$ cat config.mk
export PLATFORM = sky130hd
export DESIGN_NAME = otp_fuse_ctrl
export DESIGN_NICKNAME = d
export VERILOG_FILES = /design/src/rtl/otp_fuse_pkg.sv /design/src/rtl/otp_policy.sv /design/src/rtl/otp_store.sv /design/src/rtl/otp_serial.sv /design/src/rtl/otp_fuse_ctrl.sv
export SDC_FILE = /design/constraint.sdc
export NUM_CORES = 1
export LEC_CHECK = 0
export ABC_AREA = 1
export BUFFER_PORTS_ARGS = -buffer_cell sky130_fd_sc_hd__buf_2
export CAP_MARGIN = 20
export CORE_UTILIZATION = 23
export DETAILED_ROUTE_END_ITERATION = 12
export SLEW_MARGIN = 20
export SYNTH_ARGS = -nofsm -noshare
export SYNTH_HDL_FRONTEND = slang
export SYNTH_HIERARCHICAL = 1
export SYNTH_SLANG_ARGS = --single-unit
$ cat constraint.sdc
create_clock -name clk -period 5.1 [get_ports clk]
set_input_delay 0.51 -clock clk [delete_from_list [all_inputs] [get_ports clk]]
set_output_delay 0.51 -clock clk [all_outputs]
set_load 0.005 [all_outputs]
$ cat src/rtl/otp_fuse_pkg.sv
package otp_fuse_pkg;

  typedef enum logic [1:0] {
    SEL_KEY  = 2'd0,
    SEL_CTRL = 2'd1,
    SEL_USER = 2'd2,
    SEL_NONE = 2'd3
  } fuse_sel_e;

  typedef enum logic [1:0] {
    ST_IDLE,
    ST_SHIFT_IN,
    ST_COMMIT,
    ST_SHIFT_OUT
  } seq_state_e;

  // protection-word bit positions (behavioural, decoded across the bank)
  localparam int CB_FORCE_KEY  = 0;
  localparam int CB_NO_PARTIAL = 1;
  localparam int CB_PROG_LOCK  = 2;
  localparam int CB_KEY_HIDE   = 3;
  localparam int CB_USER_HIDE  = 4;
  localparam int CB_CTRL_LOCK  = 5;

endpackage

$ cat src/rtl/otp_policy.sv
module otp_policy
  import otp_fuse_pkg::*;
(
  input  logic       wr,
  input  logic [1:0] sel,
  input  logic [3:0] locks,        // protection bits 5..2
  input  logic       key_any,      // key already holds a one
  input  logic       link_any,     // user[7:0] already holds a one
  input  logic       new_link_any, // incoming user[7:0] carries a one
  output logic       deny
);

  logic prog_lock, key_hide, user_hide, ctrl_lock, kv_frozen;

  always_comb begin
    prog_lock = locks[CB_PROG_LOCK - 2];
    key_hide  = locks[CB_KEY_HIDE  - 2];
    user_hide = locks[CB_USER_HIDE - 2];
    ctrl_lock = locks[CB_CTRL_LOCK - 2];
    // any of the three key/user locks freezes both registers
    kv_frozen = prog_lock | key_hide | user_hide;
    deny = 1'b1;
    if (wr) begin
      case (fuse_sel_e'(sel))
        SEL_KEY:  deny = kv_frozen | key_any | link_any;
        SEL_USER: deny = kv_frozen | (key_any & new_link_any);
        SEL_CTRL: deny = ctrl_lock;
        default:  deny = 1'b1;
      endcase
    end else begin
      case (fuse_sel_e'(sel))
        SEL_KEY:  deny = key_hide;
        SEL_USER: deny = user_hide;
        SEL_CTRL: deny = 1'b0;
        default:  deny = 1'b1;
      endcase
    end
  end

endmodule

$ cat src/rtl/otp_store.sv
module otp_store
  import otp_fuse_pkg::*;
#(
  parameter int KEY_W  = 256,
  parameter int CTRL_W = 14,
  parameter int USER_W = 32
) (
  input  logic              clk,
  input  logic              rst,
  input  logic              wr_en,
  input  logic [1:0]        wr_sel,
  input  logic [KEY_W-1:0]  wr_key,
  input  logic [CTRL_W-1:0] wr_ctrl,
  input  logic [USER_W-1:0] wr_user,
  output logic [KEY_W-1:0]  key_q,
  output logic [CTRL_W-1:0] ctrl_q,
  output logic [USER_W-1:0] user_q
);

  always_ff @(posedge clk) begin
    if (rst) begin
      key_q  <= '0;
      ctrl_q <= '0;
      user_q <= '0;
    end else if (wr_en) begin
      case (fuse_sel_e'(wr_sel))
        SEL_KEY: begin
          key_q  <= key_q  | wr_key;
          user_q <= user_q | wr_user;   // low byte burned with the key
        end
        SEL_CTRL: ctrl_q <= ctrl_q | wr_ctrl;
        SEL_USER: user_q <= user_q | wr_user;
        default: ;
      endcase
    end
  end

  logic armed;
  always_ff @(posedge clk) begin
    if (rst) armed <= 1'b0;
    else     armed <= 1'b1;
  end

  assert_fuse_monotone_R1: assert property (@(posedge clk) disable iff (rst || !armed)
    ((key_q & $past(key_q)) == $past(key_q)) &&
    ((ctrl_q & $past(ctrl_q)) == $past(ctrl_q)) &&
    ((user_q & $past(user_q)) == $past(user_q)))
    else $error("fuse bit cleared");

  assert_prog_lock_R4: assert property (@(posedge clk) disable iff (rst || !armed)
    $past(ctrl_q[CB_PROG_LOCK]) |-> ($stable(key_q) && $stable(user_q)))
    else $error("key/user changed under program lock");

  assert_key_hide_lock_R5: assert property (@(posedge clk) disable iff (rst || !armed)
    $past(ctrl_q[CB_KEY_HIDE]) |-> ($stable(key_q) && $stable(user_q)))
    else $error("key/user changed under key hide");

  assert_user_hide_lock_R6: assert property (@(posedge clk) disable iff (rst || !armed)
    $past(ctrl_q[CB_USER_HIDE]) |-> ($stable(key_q) && $stable(user_q)))
    else $error("key/user changed under user hide");

  assert_ctrl_lock_R7: assert property (@(posedge clk) disable iff (rst || !armed)
    $past(ctrl_q[CB_CTRL_LOCK]) |-> $stable(ctrl_q))
    else $error("protection word changed under lock");

endmodule

$ cat src/rtl/otp_serial.sv
module otp_serial
  import otp_fuse_pkg::*;
#(
  parameter int KEY_W  = 256,
  parameter int CTRL_W = 14,
  parameter int USER_W = 32,
  parameter int LINK_W = 8
) (
  input  logic              clk,
  input  logic              rst,
  input  logic              cmd_go,
  input  logic              cmd_wr,
  input  logic [1:0]        cmd_sel,
  input  logic              sdi,
  input  logic              sdi_en,
  input  logic [KEY_W-1:0]  key_q,
  input  logic [CTRL_W-1:0] ctrl_q,
  input  logic [USER_W-1:0] user_q,
  input  logic              deny,
  output logic              pol_wr,
  output logic [1:0]        pol_sel,
  output logic              new_link_any,
  output logic              wr_en,
  output logic [1:0]        wr_sel,
  output logic [KEY_W-1:0]  stg_key,
  output logic [CTRL_W-1:0] stg_ctrl,
  output logic [USER_W-1:0] stg_user,
  output logic              sdo,
  output logic              sdo_vld,
  output logic              busy,
  output logic              err
);

  localparam int MAXLEN = KEY_W + LINK_W;
  localparam int CW     = $clog2(MAXLEN + 1);
  localparam int KIW    = $clog2(KEY_W);
  localparam int CIW    = $clog2(CTRL_W);
  localparam int UIW    = $clog2(USER_W);

  seq_state_e      state;
  fuse_sel_e       op_sel;
  logic            op_wr, op_deny;
  logic [CW-1:0]   cnt, op_last;
  logic [KIW-1:0]  key_idx;
  logic [CIW-1:0]  ctrl_idx;
  logic [UIW-1:0]  user_idx, link_idx;
  logic            out_bit;

  function automatic logic [CW-1:0] last_of(input logic wr, input fuse_sel_e s);
    case (s)
      SEL_KEY:  return wr ? CW'(MAXLEN - 1) : CW'(KEY_W - 1);
      SEL_CTRL: return CW'(CTRL_W - 1);
      default:  return CW'(USER_W - 1);
    endcase
  endfunction

  always_comb begin
    key_idx  = KIW'(CW'(KEY_W - 1) - cnt);   // key moves top bit first
    link_idx = UIW'(cnt - CW'(KEY_W));       // trailing user low byte
    ctrl_idx = CIW'(cnt);
    user_idx = UIW'(cnt);
    case (op_sel)
      SEL_KEY:  out_bit = key_q[key_idx];
      SEL_CTRL: out_bit = ctrl_q[ctrl_idx];
      default:  out_bit = user_q[user_idx];
    endcase
  end

  assign pol_wr       = (state == ST_IDLE) ? cmd_wr  : op_wr;
  assign pol_sel      = (state == ST_IDLE) ? cmd_sel : op_sel;
  assign new_link_any = |stg_user[LINK_W-1:0];
  assign wr_en        = (state == ST_COMMIT) && !deny;
  assign wr_sel       = op_sel;
  assign busy         = (state != ST_IDLE);

  always_ff @(posedge clk) begin
    if (rst) begin
      state    <= ST_IDLE;
      op_sel   <= SEL_KEY;
      op_wr    <= 1'b0;
      op_deny  <= 1'b0;
      op_last  <= '0;
      cnt      <= '0;
      stg_key  <= '0;
      stg_ctrl <= '0;
      stg_user <= '0;
      sdo      <= 1'b0;
      sdo_vld  <= 1'b0;
      err      <= 1'b0;
    end else begin
      sdo     <= 1'b0;
      sdo_vld <= 1'b0;
      case (state)
        ST_IDLE: begin
          if (cmd_go) begin
            if (fuse_sel_e'(cmd_sel) == SEL_NONE) begin
              err <= 1'b1;
            end else begin
              op_sel   <= fuse_sel_e'(cmd_sel);
              op_wr    <= cmd_wr;
              op_last  <= last_of(cmd_wr, fuse_sel_e'(cmd_sel));
              op_deny  <= !cmd_wr && deny;
              cnt      <= '0;
              stg_key  <= '0;
              stg_ctrl <= '0;
              stg_user <= '0;
              if (!cmd_wr && deny) err <= 1'b1;
              state <= cmd_wr ? ST_SHIFT_IN : ST_SHIFT_OUT;
            end
          end
        end
        ST_SHIFT_IN: begin
          if (sdi_en) begin
            case (op_sel)
              SEL_KEY: begin
                if (cnt < CW'(KEY_W)) stg_key[key_idx]  <= sdi;
                else                  stg_user[link_idx] <= sdi;
              end
              SEL_CTRL: stg_ctrl[ctrl_idx] <= sdi;
              default:  stg_user[user_idx] <= sdi;
            endcase
            cnt <= cnt + 1'b1;
            if (cnt == op_last) state <= ST_COMMIT;
          end
        end
        ST_COMMIT: begin
          if (deny) err <= 1'b1;
          state <= ST_IDLE;
        end
        ST_SHIFT_OUT: begin
          sdo     <= !op_deny && out_bit;
          sdo_vld <= 1'b1;
          cnt     <= cnt + 1'b1;
          if (cnt == op_last) state <= ST_IDLE;
        end
        default: state <= ST_IDLE;
      endcase
    end
  end

  logic armed;
  always_ff @(posedge clk) begin
    if (rst) armed <= 1'b0;
    else     armed <= 1'b1;
  end

  assert_err_sticky_R9: assert property (@(posedge clk) disable iff (rst || !armed)
    $past(err) |-> err)
    else $error("error flag dropped");

  assert_key_masked_R5: assert property (@(posedge clk) disable iff (rst || !armed)
    (sdo_vld && op_sel == SEL_KEY && ctrl_q[CB_KEY_HIDE]) |-> !sdo)
    else $error("hidden key leaked");

  assert_user_masked_R6: assert property (@(posedge clk) disable iff (rst || !armed)
    (sdo_vld && op_sel == SEL_USER && ctrl_q[CB_USER_HIDE]) |-> !sdo)
    else $error("hidden user word leaked");

  assert_out_only_reading_R11: assert property (@(posedge clk) disable iff (rst || !armed)
    sdo_vld |-> ($past(state) == ST_SHIFT_OUT))
    else $error("read data outside a read");

endmodule

$ cat src/rtl/otp_fuse_ctrl.sv
module otp_fuse_ctrl
  import otp_fuse_pkg::*;
#(
  parameter int KEY_W  = 256,
  parameter int CTRL_W = 14,
  parameter int USER_W = 32,
  parameter int LINK_W = 8
) (
  input  logic              clk,
  input  logic              rst,
  input  logic              cmd_go,
  input  logic              cmd_wr,
  input  logic [1:0]        cmd_sel,
  input  logic              sdi,
  input  logic              sdi_en,
  output logic              sdo,
  output logic              sdo_vld,
  output logic              busy,
  output logic              err,
  output logic [USER_W-1:0] user_word,
  output logic              force_fuse_key,
  output logic              ext_partial_block
);

  logic [KEY_W-1:0]  key_q, stg_key;
  logic [CTRL_W-1:0] ctrl_q, stg_ctrl;
  logic [USER_W-1:0] user_q, stg_user;
  logic              pol_wr, new_link_any, deny, wr_en;
  logic [1:0]        pol_sel, wr_sel;

  otp_serial #(
    .KEY_W(KEY_W), .CTRL_W(CTRL_W), .USER_W(USER_W), .LINK_W(LINK_W)
  ) u_serial (
    .clk(clk), .rst(rst),
    .cmd_go(cmd_go), .cmd_wr(cmd_wr), .cmd_sel(cmd_sel),
    .sdi(sdi), .sdi_en(sdi_en),
    .key_q(key_q), .ctrl_q(ctrl_q), .user_q(user_q),
    .deny(deny),
    .pol_wr(pol_wr), .pol_sel(pol_sel), .new_link_any(new_link_any),
    .wr_en(wr_en), .wr_sel(wr_sel),
    .stg_key(stg_key), .stg_ctrl(stg_ctrl), .stg_user(stg_user),
    .sdo(sdo), .sdo_vld(sdo_vld), .busy(busy), .err(err)
  );

  otp_policy u_policy (
    .wr(pol_wr), .sel(pol_sel),
    .locks(ctrl_q[CB_CTRL_LOCK:CB_PROG_LOCK]),
    .key_any(|key_q),
    .link_any(|user_q[LINK_W-1:0]),
    .new_link_any(new_link_any),
    .deny(deny)
  );

  otp_store #(
    .KEY_W(KEY_W), .CTRL_W(CTRL_W), .USER_W(USER_W)
  ) u_store (
    .clk(clk), .rst(rst),
    .wr_en(wr_en), .wr_sel(wr_sel),
    .wr_key(stg_key), .wr_ctrl(stg_ctrl), .wr_user(stg_user),
    .key_q(key_q), .ctrl_q(ctrl_q), .user_q(user_q)
  );

  assign user_word         = user_q;
  assign force_fuse_key    = ctrl_q[CB_FORCE_KEY];
  assign ext_partial_block = ctrl_q[CB_NO_PARTIAL];

endmodule

==> results of run 1 <==
## critical path, stage by stage, from the launching register on
cell and delay, ps:
dfxtp_1 320, nor2_1 120, nand2_1 70, nor2_1 130
nand2_1 80, nor2_1 290, nand2_1 190, nor2_1 150
nand2_1 120, nor2_1 130, nand3_1 70, nand2_1 60
nand3_1 70, nand2_1 60, nand2_1 80, nor3_2 370
buf_4 430, buf_12 340, nand3_1 120, a21oi_1 170
## how the worst max path moves through the flow
stage                                         start                            endpoint  slack, ps  cells past startpoint
global placement     u_store/key_q[87]$_SDFFE_PP0P_      u_store/key_q[52]$_SDFFE_PP0P_       1670                     19
global route        u_serial/wr_sel[0]$_SDFFE_PP0P_      u_store/key_q[69]$_SDFFE_PP0P_       1250                     12
detailed placement   u_store/key_q[87]$_SDFFE_PP0P_      u_store/key_q[66]$_SDFFE_PP0P_       1600                     19
floorplan              u_serial/cnt[0]$_SDFFE_PP0P_  u_serial/stg_key[243]$_SDFFE_PP0P_       2770                     14
finish               u_store/key_q[87]$_SDFFE_PP0P_      u_store/key_q[76]$_SDFFE_PP0P_       1570                     19
CTS                  u_store/key_q[87]$_SDFFE_PP0P_      u_store/key_q[76]$_SDFFE_PP0P_       1570                     19
## where the power goes
group          internal [mW]  switching (mW)
Clock                   3.10            2.12
Combinational          0.278            1.13
Sequential              4.92          0.0242
Total                   8.30            3.27
## flip-flops by register name (all words and copies together), names as in the netlist, 2 cells and up
register           cells
u_serial/stg_key     256
u_store/key_q        256
u_serial/stg_user     32
u_store/user_q        32
u_serial/stg_ctrl     14
u_store/ctrl_q        14
u_serial/cnt           9
u_serial/op_last       6
u_serial/state         2
u_serial/wr_sel        2
## logic make-up (layout without fill, tap and decap cells)
logic type,after synthesis,after routing,synth area share
AOI/OAI and AO/OA,1049,1049,0.178
xor gates and xnor gates,4,4,0.00117
DFF,628,628,0.420
buffers and inverters,785,677,0.110
adders and majority gates,4,4,0.00167
and+or+nand+nor,2166,2166,0.289
## layer usage
layer  vias to the layer above  wire (um)
li1                      14400          -
met1                     13900      44100
met2                       934      46500
met3                       177       6520
met4                         0       3350
met5                         -          0
## stage by stage
stage	hold WS, ps	cell area [um^2]	total power, mW	setup WS, ps
after CTS	224	33700	11.6	1570
final	252	33700	11.6	1570
after global placement	433	31300	6.41	1670
after global routing	271	33700	12.0	1250
after detailed placement	439	31300	6.43	1600
after floorplan	425	30000	6.05	2770
## synth_stat cells, drive strengths merged
library cell	n
a22oi	3
nand3	317
a211oi	5
o22ai	3
or2	2
nor4	4
o21ai	397
a31oi	2
inv	458
nand4	15
clkinv	3
xnor2	4
o2111ai	1
o221ai	2
nor2	900
nand2	919
o31ai	1
a32o	2
a21oi	629
a221oi	1
ha	4
dfxtp	628
o21bai	1
a41oi	1
buf	166
clkbuf	158
nor3	9
o21a	1
## layout make-up
type | count | area [um^2]
sequential | 628 | 12600
fill | 14300 | 95600
multi-input combinational | 3223 | 14100
clock buffer | 110 | 2190
clock inverter | 14 | 164
tap | 1742 | 2180
inverter | 461 | 1740
timing repair buffer | 92 | 726
==> impl_metrics.tcl, run 1 <==
set metrics [dict create \
    drt_pass1_iterations 7 \
    cts_hold_buf 0 \
    drt_iter0_drc 2590 \
    io_buffer_count 45 \
    reg2reg_depth 19 \
    dpl.hpwl_um 53600 \
    numCtsBuffers 71 \
    power_density_nw_per_um2 343 \
    cp_max_fo 64 \
    ios 46 \
    cts.sinks 628 \
    cts_tree "built" \
    die_area_um2 132000 \
    avgSynthCellArea_um2 6.46 \
    cts_setup_buffers 0 \
    core-area_um2 129000 \
    path_class "register to register" \
    required_ps 5630 \
    routed_via_density 4.69 \
    dp.cells 6146 \
    avgRoutedWirePerCell_um 16.0 \
    hold_violations 0 \
    final.setup.tns_ps 0 \
    tightest_slew_ps 1290 \
    wirelength_um 100000 \
    antenna_left 0 \
    finalSetupViolCount 0 \
    whs_path_depth 3 \
    arrival_ps 4060 \
    maxCapViolations 0 \
    synthCells 4636 \
    ys_types 40 \
    antenna_found_initial 1 \
    gr-total-overflow 0 \
    use_met3 0.0228 \
    grt_pass1_vias 27500 \
    synth_nets 4648 \
    grtUsageMet1 0.188 \
    dieHeight_um 363 \
    layout.nets 4489 \
    synthTopCellsByArea "dfxtp_1, nand2_1, nor2_1" \
    r2r-end "u_store/key_q[76]$_SDFFE_PP0P_" \
    final_cell_mix "nand2_1, nor2_1, a21oi_1, dfxtp_1, inv_1" \
    ir_drop_v 0.000228 \
    route.vias.total 29400 \
    holdPathEnd "u_serial/op_wr$_SDFFE_PP0P_" \
    met2_usage 0.248 \
    ys_warn_count 6 \
    root_buffer "clkbuf_16" \
    grt_busiest_layer "met2" \
    grt_start_max_net_pins 236 \
    drv_slew 0 \
    dieWidth_um 363 \
    p_leak_nw 11.8 \
    drc 0 \
    antenna_cells 0 \
    finalCritPeriodShare 0.692 \
    synth_seq_cells 628 \
    min_period_ps 3530 \
    fmax_mhz 283 \
    synth_top_area_share 0.420 \
    regToRegStartpoint "u_store/key_q[87]$_SDFFE_PP0P_" \
    utilization 0.260 \
    post_cts_resized 0 \
    min_from "cmd_wr" \
    grtUsageTotal 0.148 \
    reg2reg_slack_ps 1570 \
    clkTransAtPathRegs_ps 60 \
    start_util 0.232 \
    drive_gt1_frac 0.0526 \
    yosysTopAreaCell "dfxtp_1" \
    hold_class "input port to register" \
    stdcell_count 6270 \
    syn_to_final_growth_pct 12.4 \
    start_kind "register" \
    htreeDepth 3 \
    insertion_delay_ps 620 \
    final.setup_skew_ps 34.2 \
    slew_headroom 0.142 \
    place.gp.congestion 0.822 \
    clk_path_buf_depth 3 \
    rsz0062_at_grt "false" \
    final_common_cell "nand2_1" \
    cp-end-kind "register" \
    ys_seq_area_frac 0.420 \
    rows 132 \
    grt_pass1_wl_um 156000 \
    status "completed" \
    synth_area_um2 30000 \
]
Note: power is estimated with default switching activity, not from simulation.
==> run 2, diff against run 1 <==
==> constraint.sdc (replaced) <==
create_clock -name clk -period 3.6 [get_ports clk]
set_input_delay 0.36 -clock clk [delete_from_list [all_inputs] [get_ports clk]]
set_output_delay 0.36 -clock clk [all_outputs]
set_load 0.005 [all_outputs]
==> run 2 against run 1 <==
Global-route usage is 0.055 points higher. Setup slack worse by 1100 ps. Die area stayed put. Fmax is 13% higher. Power is 40% higher. Via count is 0.34% higher. Flip-flop and latch count stayed put.
==> impl_metrics.tcl, run 2 (synthesized netlist as in run 1, its figures left out) <==
set metrics [dict create \
    status "completed" \
    die_area_um2 132000 \
    fmax_mhz 320 \
    root_buffer "clkbuf_16" \
    tightest_slew_ps 1090 \
    post_cts_resized 0 \
    hold_class "input port to register" \
    cp_max_fo 23 \
    drt_iter0_drc 2892 \
    cts_setup_buffers 0 \
    min_period_ps 3130 \
    reg_top3 "u_serial/stg_key x256, u_store/key_q x256" \
    ir_drop_v 0.000283 \
    drive_gt1_frac 0.0592 \
    drt_pass1_iterations 6 \
    final_common_cell "nand2_1" \
    clkTransAtPathRegs_ps 60 \
    io_buffer_count 45 \
    gr-total-overflow 0 \
    ios 46 \
    dp.cells 6181 \
    comb_power_share 0.130 \
    grt_pass1_vias 27500 \
    cts_hold_buf 0 \
    final_cell_mix "nand2_1, nor2_1, a21oi_1, dfxtp_1, inv_1" \
    p_leak_nw 12.0 \
    cts_tree "built" \
    final.setup_skew_ps 31.2 \
    p_sw_frac 0.286 \
    cp-end-kind "register" \
    start_util 0.232 \
    crit_path_frequent_cell "nand2_1" \
    grtUsageTotal 0.148 \
    drc 0 \
    routed_via_density 4.69 \
    antenna_found_initial 0 \
    final.setup.tns_ps 0 \
    power_frac_seq 0.432 \
    dpl.hpwl_um 56500 \
    core-area_um2 129000 \
    route.vias.total 29500 \
    fill_cells 14200 \
    layout.nets 4523 \
    place.gp.congestion 0.823 \
    crit_family "simple AND/OR/NAND/NOR gates" \
    drv_slew 0 \
    wirelength_um 100000 \
    start_kind "register" \
    stdcell_count 6303 \
    worst_path_max_delay_cell "dfxtp_1" \
    critPathMaxStageDelay_ps 330 \
    numCtsBuffers 70 \
    antenna_cells 0 \
    dieHeight_um 363 \
    intPower_mw 11.6 \
    cts.sinks 628 \
    path_cells "nor2_1 -> nand2_1 -> nor2_1 -> nand2_1 -> nor2_1 -> nand2_1 -> nor2_1 -> nand2_1 -> nor2_1 -> nand3_1 -> nand2_1 -> nand3_1 -> nand2_1 -> nand2_1 -> nor3_2 -> buf_12 -> buf_12 -> buf_4 -> nand3_1 -> a21oi_1" \
    clkPwrFrac 0.438 \
    grt_pass1_wl_um 157000 \
    insertion_delay_ps 620 \
    syn_to_final_growth_pct 13.8 \
    htreeDepth 3 \
    required_ps 4120 \
    crit_buf_inv 3 \
    rsz0062_at_grt "false" \
    power_density_nw_per_um2 476 \
    finalPower_mw 16.2 \
    slew_headroom 0.276 \
    hold_violations 0 \
    grt_start_max_net_pins 175 \
    finalCritPeriodShare 0.869 \
    rows 132 \
    clk_path_buf_depth 3 \
    maxCapViolations 0 \
    dieWidth_um 363 \
    arrival_ps 3650 \
    avgRoutedWirePerCell_um 15.9 \
    path_class "register to register" \
    antenna_left 0 \
    p_sw_mw 4.63 \
    finalSetupViolCount 0 \
]
run 2: final timing paths:
check / from / end / slack (ps) / cells after the start
max: u_store/key_q[161]$_SDFFE_PP0P_ / u_store/key_q[149]$_SDFFE_PP0P_ / 470 / 20
min reg2reg: u_store/ctrl_q[10]$_SDFFE_PP0P_ / u_store/ctrl_q[10]$_SDFFE_PP0P_ / 450 / 2
min: cmd_sel[1] / u_serial/wr_sel[1]$_SDFFE_PP0P_ / 60 / 3
max reg2reg: u_store/key_q[161]$_SDFFE_PP0P_ / u_store/key_q[149]$_SDFFE_PP0P_ / 470 / 20
run 2: power by group through the flow:
stage | combinational (mW) | sequential [mW] | clock [mW]
detailed placement | 2.09 | 7.15 | 0
floorplan | 1.43 | 7.14 | 0
global route | 2.29 | 7.00 | 7.54
CTS | 2.09 | 7.00 | 7.25
global placement | 2.07 | 7.15 | 0
finish | 2.12 | 7.00 | 7.11
run 2: metrics by stage:
stage	utilization	area [um^2]	worst slack, ps	hold WS, ps
after floorplan	-	30000	1270	425
final	0.264	34100	470	59.0
after detailed placement	0.246	31800	514	437
after global routing	0.264	34100	231	51.3
after CTS	0.264	34100	468	27.2
after global placement	0.246	31800	457	434
run 2: layout make-up:
cell class | count | area [um^2] | area share
Multi-Input combinational cell | 3223 | 14100 | 0.414
Clock buffer | 107 | 2110 | 0.0620
Timing Repair Buffer | 127 | 1250 | 0.0367
Clock inverter | 15 | 123 | 0.00360
Inverter | 461 | 1740 | 0.0510
Sequential cell | 628 | 12600 | 0.369
Tap cell | 1742 | 2180 | 0.0639
run 2: worst register-to-register path, stage by stage, from the launching register on:
cell,delay (ps)
dfxtp_1,330
nor2_1,250
nand2_1,90
nor2_1,110
nand2_1,80
nor2_1,250
nand2_1,80
nor2_1,90
nand2_1,140
nor2_1,130
nand3_1,80
nand2_1,60
nand3_1,60
nand2_1,60
nand2_1,80
nor3_2,240
buf_12,160
buf_12,210
buf_4,260
nand3_1,110
a21oi_1,170
run 2: metal layers:
layer,global-route usage,vias to the layer above,share of wire
met4,0.0494,0,0.026
met5,0,-,0
met2,0.247,951,0.46
met1,0.198,13900,0.45
li1,-,14500,-
met3,0.0160,167,0.063
